**src/rtl/uart_tx_pkg.sv**
```systemverilog
package uart_tx_pkg;
  localparam int unsigned DIV_W  = 12;
  localparam int unsigned DATA_W = 8;
  localparam int unsigned OSR    = 16;

  typedef enum logic [1:0] {
    ST_IDLE  = 2'd0,
    ST_START = 2'd1,
    ST_DATA  = 2'd2,
    ST_STOP  = 2'd3
  } tx_state_e;
endpackage

```
**src/rtl/uart_tx_baud.sv**
```systemverilog
module uart_tx_baud #(
  parameter int unsigned DIV_W = 12,
  parameter int unsigned OSR   = 16
) (
  input  logic             clk_i,
  input  logic             rst_ni,
  input  logic             start_i,
  input  logic             active_i,
  input  logic [DIV_W-1:0] div_i,
  input  logic             dbl_i,
  output logic             bit_end_o
);
  localparam int unsigned SMP_W = $clog2(OSR);
  localparam logic [SMP_W-1:0] LAST_N = SMP_W'(OSR - 1);
  localparam logic [SMP_W-1:0] LAST_D = SMP_W'(OSR / 2 - 1);

  logic [DIV_W-1:0] div_q, cnt_q;
  logic [SMP_W-1:0] smp_q, last_q;
  logic             tick;

  assign tick      = active_i && (cnt_q == '0);
  assign bit_end_o = tick && (smp_q == last_q);

  always_ff @(posedge clk_i or negedge rst_ni) begin
    if (!rst_ni) begin
      div_q  <= '0;
      cnt_q  <= '0;
      smp_q  <= '0;
      last_q <= LAST_N;
    end else if (start_i) begin
      // settings frozen for the whole frame
      div_q  <= div_i;
      cnt_q  <= div_i;
      smp_q  <= '0;
      last_q <= dbl_i ? LAST_D : LAST_N;
    end else if (active_i) begin
      if (tick) begin
        cnt_q <= div_q;
        smp_q <= (smp_q == last_q) ? '0 : smp_q + 1'b1;
      end else begin
        cnt_q <= cnt_q - 1'b1;
      end
    end
  end
endmodule

```
**src/rtl/uart_tx_frame.sv**
```systemverilog
module uart_tx_frame
  import uart_tx_pkg::*;
#(
  parameter int unsigned DATA_W = 8
) (
  input  logic              clk_i,
  input  logic              rst_ni,
  input  logic              valid_i,
  input  logic [DATA_W-1:0] data_i,
  input  logic              two_stop_i,
  input  logic              bit_end_i,
  output logic              accept_o,
  output logic              active_o,
  output logic              tx_o
);
  localparam int unsigned CNT_W = $clog2(DATA_W);
  localparam logic [CNT_W-1:0] LAST_BIT = CNT_W'(DATA_W - 1);

  tx_state_e         state_q;
  logic [DATA_W-1:0] shreg_q;
  logic [CNT_W-1:0]  bit_cnt_q;
  logic              two_q, second_q, tx_q;

  assign accept_o = valid_i && (state_q == ST_IDLE);
  assign active_o = (state_q != ST_IDLE);
  assign tx_o     = tx_q;

  always_ff @(posedge clk_i or negedge rst_ni) begin
    if (!rst_ni) begin
      state_q   <= ST_IDLE;
      shreg_q   <= '0;
      bit_cnt_q <= '0;
      two_q     <= 1'b0;
      second_q  <= 1'b0;
      tx_q      <= 1'b1;
    end else begin
      unique case (state_q)
        ST_IDLE: begin
          tx_q <= 1'b1;
          if (accept_o) begin
            state_q  <= ST_START;
            shreg_q  <= data_i;
            two_q    <= two_stop_i;
            second_q <= 1'b0;
            tx_q     <= 1'b0;
          end
        end
        ST_START: if (bit_end_i) begin
          state_q   <= ST_DATA;
          bit_cnt_q <= '0;
          tx_q      <= shreg_q[0];
          shreg_q   <= shreg_q >> 1;
        end
        ST_DATA: if (bit_end_i) begin
          if (bit_cnt_q == LAST_BIT) begin
            state_q <= ST_STOP;
            tx_q    <= 1'b1;
          end else begin
            bit_cnt_q <= bit_cnt_q + 1'b1;
            tx_q      <= shreg_q[0];
            shreg_q   <= shreg_q >> 1;
          end
        end
        ST_STOP: if (bit_end_i) begin
          if (two_q && !second_q) second_q <= 1'b1;
          else                    state_q  <= ST_IDLE;
        end
        default: state_q <= ST_IDLE;
      endcase
    end
  end
endmodule

```
**src/rtl/uart_tx.sv**
```systemverilog
module uart_tx
  import uart_tx_pkg::*;
(
  input  logic              clk_i,
  input  logic              rst_ni,
  input  logic [DIV_W-1:0]  div_i,
  input  logic              dbl_speed_i,
  input  logic              two_stop_i,
  input  logic [DATA_W-1:0] data_i,
  input  logic              valid_i,
  output logic              ready_o,
  output logic              busy_o,
  output logic              tx_o
);
  logic accept, active, bit_end;

  uart_tx_frame #(.DATA_W(DATA_W)) u_frame (
    .clk_i      (clk_i),
    .rst_ni     (rst_ni),
    .valid_i    (valid_i),
    .data_i     (data_i),
    .two_stop_i (two_stop_i),
    .bit_end_i  (bit_end),
    .accept_o   (accept),
    .active_o   (active),
    .tx_o       (tx_o)
  );

  uart_tx_baud #(.DIV_W(DIV_W), .OSR(OSR)) u_baud (
    .clk_i     (clk_i),
    .rst_ni    (rst_ni),
    .start_i   (accept),
    .active_i  (active),
    .div_i     (div_i),
    .dbl_i     (dbl_speed_i),
    .bit_end_o (bit_end)
  );

  assign ready_o = !active;
  assign busy_o  = active;
endmodule

```
**config.mk**
```make
export PLATFORM = sky130hd
export DESIGN_NAME = uart_tx
export DESIGN_NICKNAME = d
export VERILOG_FILES = /design/src/rtl/uart_tx_pkg.sv /design/src/rtl/uart_tx_baud.sv /design/src/rtl/uart_tx_frame.sv /design/src/rtl/uart_tx.sv
export SDC_FILE = /design/constraint.sdc
export NUM_CORES = 1
export LEC_CHECK = 0
export BUFFER_PORTS_ARGS = -buffer_cell sky130_fd_sc_hd__buf_4
export CAP_MARGIN = 25
export CORE_UTILIZATION = 40
export CTS_BUF_LIST = sky130_fd_sc_hd__clkbuf_8
export CTS_CLUSTER_SIZE = 12
export DETAILED_ROUTE_END_ITERATION = 12
export PLACE_DENSITY = 0.56
export SETUP_SLACK_MARGIN = 0.1
export SLEW_MARGIN = 20
export SYNTH_ARGS = -nofsm -noshare
export SYNTH_HDL_FRONTEND = slang
export SYNTH_HIERARCHICAL = 1
export SYNTH_SLANG_ARGS = --single-unit
export TNS_END_PERCENT = 50
```
**constraint.sdc**
```tcl
create_clock -name clk_i -period 4.8 [get_ports clk_i]
set_clock_uncertainty 0.1 [all_clocks]
set_input_delay 0.96 -clock clk_i [delete_from_list [all_inputs] [get_ports clk_i]]
set_output_delay 0.96 -clock clk_i [all_outputs]
set_load 0.05 [all_outputs]
```
# ---- Word-level counts from Yosys, hierarchy flattened
# Cells that the tools add are included.
dict set report totals {
  register_bits 48
  in_bits 25
  output_inout_bits 3
  word_cells 80
}
dict set report classes {
  n_addsub 3
  eq_ne 13
  n_mux 33
  reduce_logical 21
}
# cell count
set op_table {}
lappend op_table {{12-bit 2-to-1 mux} 3}
lappend op_table {{8-bit 2-to-1 mux} 4}
lappend op_table {{8-bit case mux with 3 select lines} 1}
lappend op_table {{4-bit 2-to-1 mux} 5}
lappend op_table {{12-bit zero test} 1}
lappend op_table {{2-bit 2-to-1 mux} 6}
lappend op_table {{2-bit != test (second input constant)} 6}
lappend op_table {{12-bit by 1-bit subtractor with 12-bit output (second input constant)} 1}
lappend op_table {{2-bit nonzero test} 5}
lappend op_table {{3-bit 2-to-1 mux} 3}
lappend op_table {{2-bit case mux with 4 select lines} 1}
lappend op_table {{4-bit AND reduction} 2}
lappend op_table {{1-bit 2-to-1 mux} 7}
lappend op_table {{3-bit case mux with 2 select lines} 1}
lappend op_table {{6-bit AND reduction} 1}
lappend op_table {{5-bit AND reduction} 1}
lappend op_table {{4-bit by 1-bit adder with 4-bit output (second input constant)} 1}
lappend op_table {{2-bit == test (second input constant)} 2}
lappend op_table {{4-bit == test} 1}
lappend op_table {{1-bit logical AND} 4}
lappend op_table {{2-bit by 1-bit != test with 1-bit output (second input constant)} 2}
lappend op_table {{2-bit AND reduction} 2}
lappend op_table {{3-bit by 1-bit adder with 3-bit output (second input constant)} 1}
lappend op_table {{3-bit == test (second input constant)} 1}
lappend op_table {{other kinds (7)} 8}

# ---- Depth between registers and ports, before layout
dict set report depth {
  depth_word 5
  depth_mapped 12
  depth_no_buf 9
}

# ---- By module
# Netlist, hierarchy kept.
# mod n_inst cells_per_inst area_each_um2 seq_area_each_um2
set modules_own_cells {}
lappend modules_own_cells {uart_tx_baud 1 163 1607.8 726.9}
lappend modules_own_cells {uart_tx_frame 1 77 940.9 401.6}
lappend modules_own_cells {uart_tx 1 1 3.8 0.0}

# ---- Least setup slack after synthesis
# Ideal clock, no wire load.
dict set report synth_path {
  kind {reg2reg}
  startpoint {register u_frame.state_q[0]}
  endpoint {register u_frame.shreg_q[0]}
  setup_time_ns 0.125
  arrival_time_ns 3.176
  required_ns 4.575
  path_slack_ns 1.400
  stages_incl_launch_ff 13
  path_buffers 3
  period_less_slack_ns 3.400
  path_cell_list {dfrtp_1 inv_1 ha_1 inv_1 nand2_1 or4b_4 buf_6 buf_6 nor2_1 o21ba_2 nor4bb_4 buf_6 mux2_2}
}
dict set report synth_between {
  elab_chain_len 5
  word_cells_on_any_way 14
  classes_between {6 x eq/ne; 1 x mux; 7 x reduce/logical}
}
# element line_no
set synth_rtl {}
lappend synth_rtl {{start, declared} uart_tx_frame.sv:19} ;# tx_state_e state_q;
lappend synth_rtl {{start signal, assigned} uart_tx_frame.sv:30} ;# state_q <= ST_IDLE;
lappend synth_rtl {{start signal, assigned} uart_tx_frame.sv:41} ;# state_q <= ST_START;
lappend synth_rtl {{start signal, assigned} uart_tx_frame.sv:49} ;# state_q <= ST_DATA;
lappend synth_rtl {{2-bit nonzero test (*)} uart_tx_frame.sv:25} ;# assign active_o = (state_q != ST_IDLE);
lappend synth_rtl {{named net busy_o} uart_tx.sv:12} ;# output logic busy_o,
lappend synth_rtl {{1-bit logical AND (*)} uart_tx_baud.sv:21} ;# assign tick = active_i && (cnt_q == '0);
lappend synth_rtl {{1-bit logical AND (*)} uart_tx_baud.sv:22} ;# assign bit_end_o = tick && (smp_q == last_q);
lappend synth_rtl {{named net bit_end} uart_tx.sv:15} ;# logic accept, active, bit_end;
lappend synth_rtl {{2-bit != test (no line)} -}
lappend synth_rtl {{5-bit AND reduction (no line) (*)} -}
lappend synth_rtl {{end signal, assigned} uart_tx_frame.sv:42} ;# shreg_q <= data_i;
lappend synth_rtl {{end signal, assigned} uart_tx_frame.sv:52} ;# shreg_q <= shreg_q >> 1;
lappend synth_rtl {{end signal, assigned} uart_tx_frame.sv:61} ;# shreg_q <= shreg_q >> 1;
lappend synth_rtl {{end, declared} uart_tx_frame.sv:20} ;# logic [DATA_W-1:0] shreg_q;
# The timed path passes the listed nets; every way through them passes the cells marked *.
# A chain may end at the register's enable or synchronous reset.

# ---- Worst setup path after layout
dict set report layout_path {
  startpoint {register u_frame.state_q[0]}
  endpoint {register u_frame.shreg_q[0]}
}
dict set report layout_between {
  elab_chain_len 5
  word_cells_on_any_way 14
  classes_between {6 x eq/ne; 1 x mux; 7 x reduce/logical}
}
# element line_no
set layout_rtl {}
lappend layout_rtl {{2-bit nonzero test (*)} uart_tx_frame.sv:25}
lappend layout_rtl {{1-bit logical AND (*)} uart_tx_baud.sv:21}
lappend layout_rtl {{1-bit logical AND (*)} uart_tx_baud.sv:22}
lappend layout_rtl {{named net bit_end} uart_tx.sv:15}
lappend layout_rtl {{2-bit != test (no line)} -}
lappend layout_rtl {{5-bit AND reduction (no line) (*)} -}
# Marks and branches as above.

==> results.toml <==
[worst_setup_path]
cp.arrival_ps = 3770
cp_top_family = "simple AND/OR/NAND/NOR gates"
end_kind = "flip-flop"
crit_chain = "inv_1 -> ha_1 -> inv_1 -> nand2_1 -> or4b_4 -> nor2_1 -> o21ba_2 -> nor4bb_4 -> mux2_2"
worst-path-buf-inv = 2
rr_endpoint = "u_frame/shreg_q[0]"
rr_worst_depth = 9
critPathLaunch = "u_frame/state_q[0]"
crit_path_start_kind = "flip-flop"
required_ps = 4880
critical_path_class = "reg -> reg"
r2r-start = "u_frame/state_q[0]"
cp.depth = 9
slowest_stage = "or4b_4"
crit_top_cell = "inv_1"
r2r_slack_ps = 1110
endpoint = "u_frame/shreg_q[0]"
crit_fanout = 15
max_stage_delay_ps = 690

[detailed_routing]
drt_iter0_markers = 96
wl_mm = 5.028
ant_nets = 0
vias_per_cell = 5.431
drt-pass1-iter-count = 4
drc = 0
dr_total_vias = 1852
wl_per_cell_um = 14.74

[layout]
fin_nets = 302
seqCellArea_mm2 = 0.001129
layout_commonest_cell = "dfrtp_1"
layout-drive-gt1-share_pct = 26.32
syn2layout_area_growth_pct = 14.90
instances_no_fill = 341
multi_input_area_mm2 = 0.001310
antenna_cells = 0
nFillCells = 570
final_cell_mix = "dfrtp_1 (43), buf_4 (28), mux2_2 (27), nor2_1 (16)"

[synthesis]
synth_top_area_cell = "dfrtp_1"
ys_warn_count = 6
async_reset_ff_share_pct = 100.0
yosysUniqueCellTypes = 50
synth_top_area_share_pct = 42.16
synthTopCellsByArea = "dfrtp_1 (42%), mux2_2 (12%), ha_1 (5.9%)"
synth_area_mm2 = 0.002552
synth_xor_area_share_pct = 1.373
synth_edf_count = 0
yosys.area_share.adder_pct = 5.882
synthFlopType = "dfrtp_1"
syn-num-nets = 278
ys_ff_latch = 45
synthSimpleGateAreaFrac_pct = 13.92
avgSynthCellArea_um2 = 10.59
syn_inst = 241
synth_top_family_by_area = "multiplexers"
synth-compound-area-share_pct = 14.36
ys_seq_area_share_pct = 44.22
muxShareOfSynthArea_pct = 15.44

[cts]
cts_tree = "yes"
post_cts_resized = 0
clkTransAtPathRegs_ps = 80
htreeDepth = 2
cts.hold.buffers_added = 0
clock-sinks = 45
postCtsSetupRepairBufs = 0
root_buffer = "clkbuf_8"
ctsLongestPathBuffers = 2
numCtsBuffers = 5
clk_latency_ps = 300

[sta]
slew_violations = 0
setup_viol = 0
setup-tns-final_ps = 0
tightest_slew_ps = 882.9
hold_violations = 0
period_minus_slack_ps = 3689
fmax_ghz = 0.2711
max_slew_margin_pct = 40.60
setup_ws_ps = 1111
rsz0062_at_grt = "false"
period_share_pct = 76.85

[placement]
place_hpwl_mm = 3.483
dp_cells = 333
pre_cts_ws_ps = 1193
portBuffers = 27
routabilityCongestion = 0.7941

[floorplan]
row_count = 28
die_area_mm2 = 0.006704
die_h_um = 81.88
core_region_area_mm2 = 0.006026
io_pins = 28
initial_core_util_pct = 42.36
die_w_um = 81.88

[pwr]
p_per_area_mw_per_mm2 = 251.3
max-vdd-ir-drop_mv = 0.1452
p_leak_nw = 1.400

[grt]
grt.total_usage_pct = 17.23
grt_overflow = 0
grtUsageMet3_pct = 3.444
grt_use_met1_pct = 25.02
grt_max_degree = 46
antenna_found_initial = 0
grt_pass1_vias = 1733
globalRouteMet2Util_pct = 25.54
grt-busiest-layer = "met2"
grt_first_pass_wirelength_mm = 8.714

[run_status]
status = "finished clean"

[worst_hold_path]
hp-class = "reg -> reg"

[job]
maxCapViolations = 0
## tightest hold or removal path: stages, from the launching register on
cell and delay (ps):
dfstp_2 380, nor2_1 80, a21oi_1 50
## report_power, final
part | internal, W | switching [W]
Combinational | 0.0000126 | 0.0000109
Sequential | 0.000379 | 0
Clock | 0.000207 | 0.000128
## final cells by class
class	count	share of cell area [%]
multi-input cells	170	44.67
well taps	75	3.200
inverters	15	1.920
repair buffers	28	7.167
clock inverters	3	2.218
clock buffers	5	2.346
flip-flops and latches	45	38.48
## kinds of logic after synthesis
group / after synthesis
compound gates: 55
xor+xnor: 4
fa+ha+maj: 12
buf+inv: 26
flops: 45
mux: 36
simple gates: 63
## registers in the layout, indices dropped and copies added, names as in the netlist, 2 cells and up
name,count
u_baud/smp_q,4
u_frame/shreg_q,8
u_frame/bit_cnt_q,3
u_frame/state_q,2
u_baud/div_q,12
u_baud/cnt_q,12
## per-layer routing
layer | share of wire (%) | vias up
li1 | - | 920
met5 | 0 | -
met1 | 52 | 900
met2 | 44 | 25
met3 | 2.8 | 7
met4 | 1.2 | 0
## worst min-delay path by stage
stage,startpoint,end,slack (ps),cells past startpoint
2_1_floorplan,u_baud/div_q[7],u_baud/cnt_q[7],360,2
3_3_place_gp,u_frame/shreg_q[7],u_frame/shreg_q[7],380,1
3_5_place_dp,u_frame/shreg_q[7],u_frame/shreg_q[7],390,1
4_1_cts,u_baud/last_q[3],u_baud/last_q[3],410,2
5_1_grt,u_frame/shreg_q[1],u_frame/shreg_q[1],420,1
6_report,u_baud/last_q[3],u_baud/last_q[3],400,2
## synthesized netlist by cell type, types with 2 or more instances
| library cell | instances |
|---|---|
| buf_2 | 2 |
| nor3_1 | 2 |
| and3_1 | 3 |
| o31ai_1 | 4 |
| or4_1 | 3 |
| a22o_1 | 3 |
| clkbuf_1 | 5 |
| a31oi_1 | 7 |
| nand4b_1 | 2 |
| xnor2_1 | 2 |
| dfstp_2 | 2 |
| mux2i_1 | 9 |
| xor2_1 | 2 |
| nand2_1 | 15 |
| buf_6 | 3 |
| dfrtp_1 | 43 |
| inv_1 | 15 |
| nand3_1 | 5 |
| nand3b_1 | 2 |
| nor2b_1 | 4 |
| nor2_1 | 16 |
| a21oi_1 | 8 |
| o21ai_0 | 15 |
| nor4_1 | 2 |
| a22oi_1 | 5 |
| ha_1 | 12 |
| mux2_2 | 27 |
## stage by stage
stage	area, um2	utilization (%)	total power, W	hold WS (ps)
6_report	2933	48.67	0.0007369	401.5
3_5_place_dp	2790	46.30	0.0004107	391.0
3_3_place_gp	2790	46.30	0.0004109	384.5
4_1_cts	2924	48.53	0.0007505	409.8
5_1_grt	2933	48.67	0.0007719	422.8
2_1_floorplan	2552	-	0.0003868	363.4
Note: power is estimated with default switching activity, not from simulation.
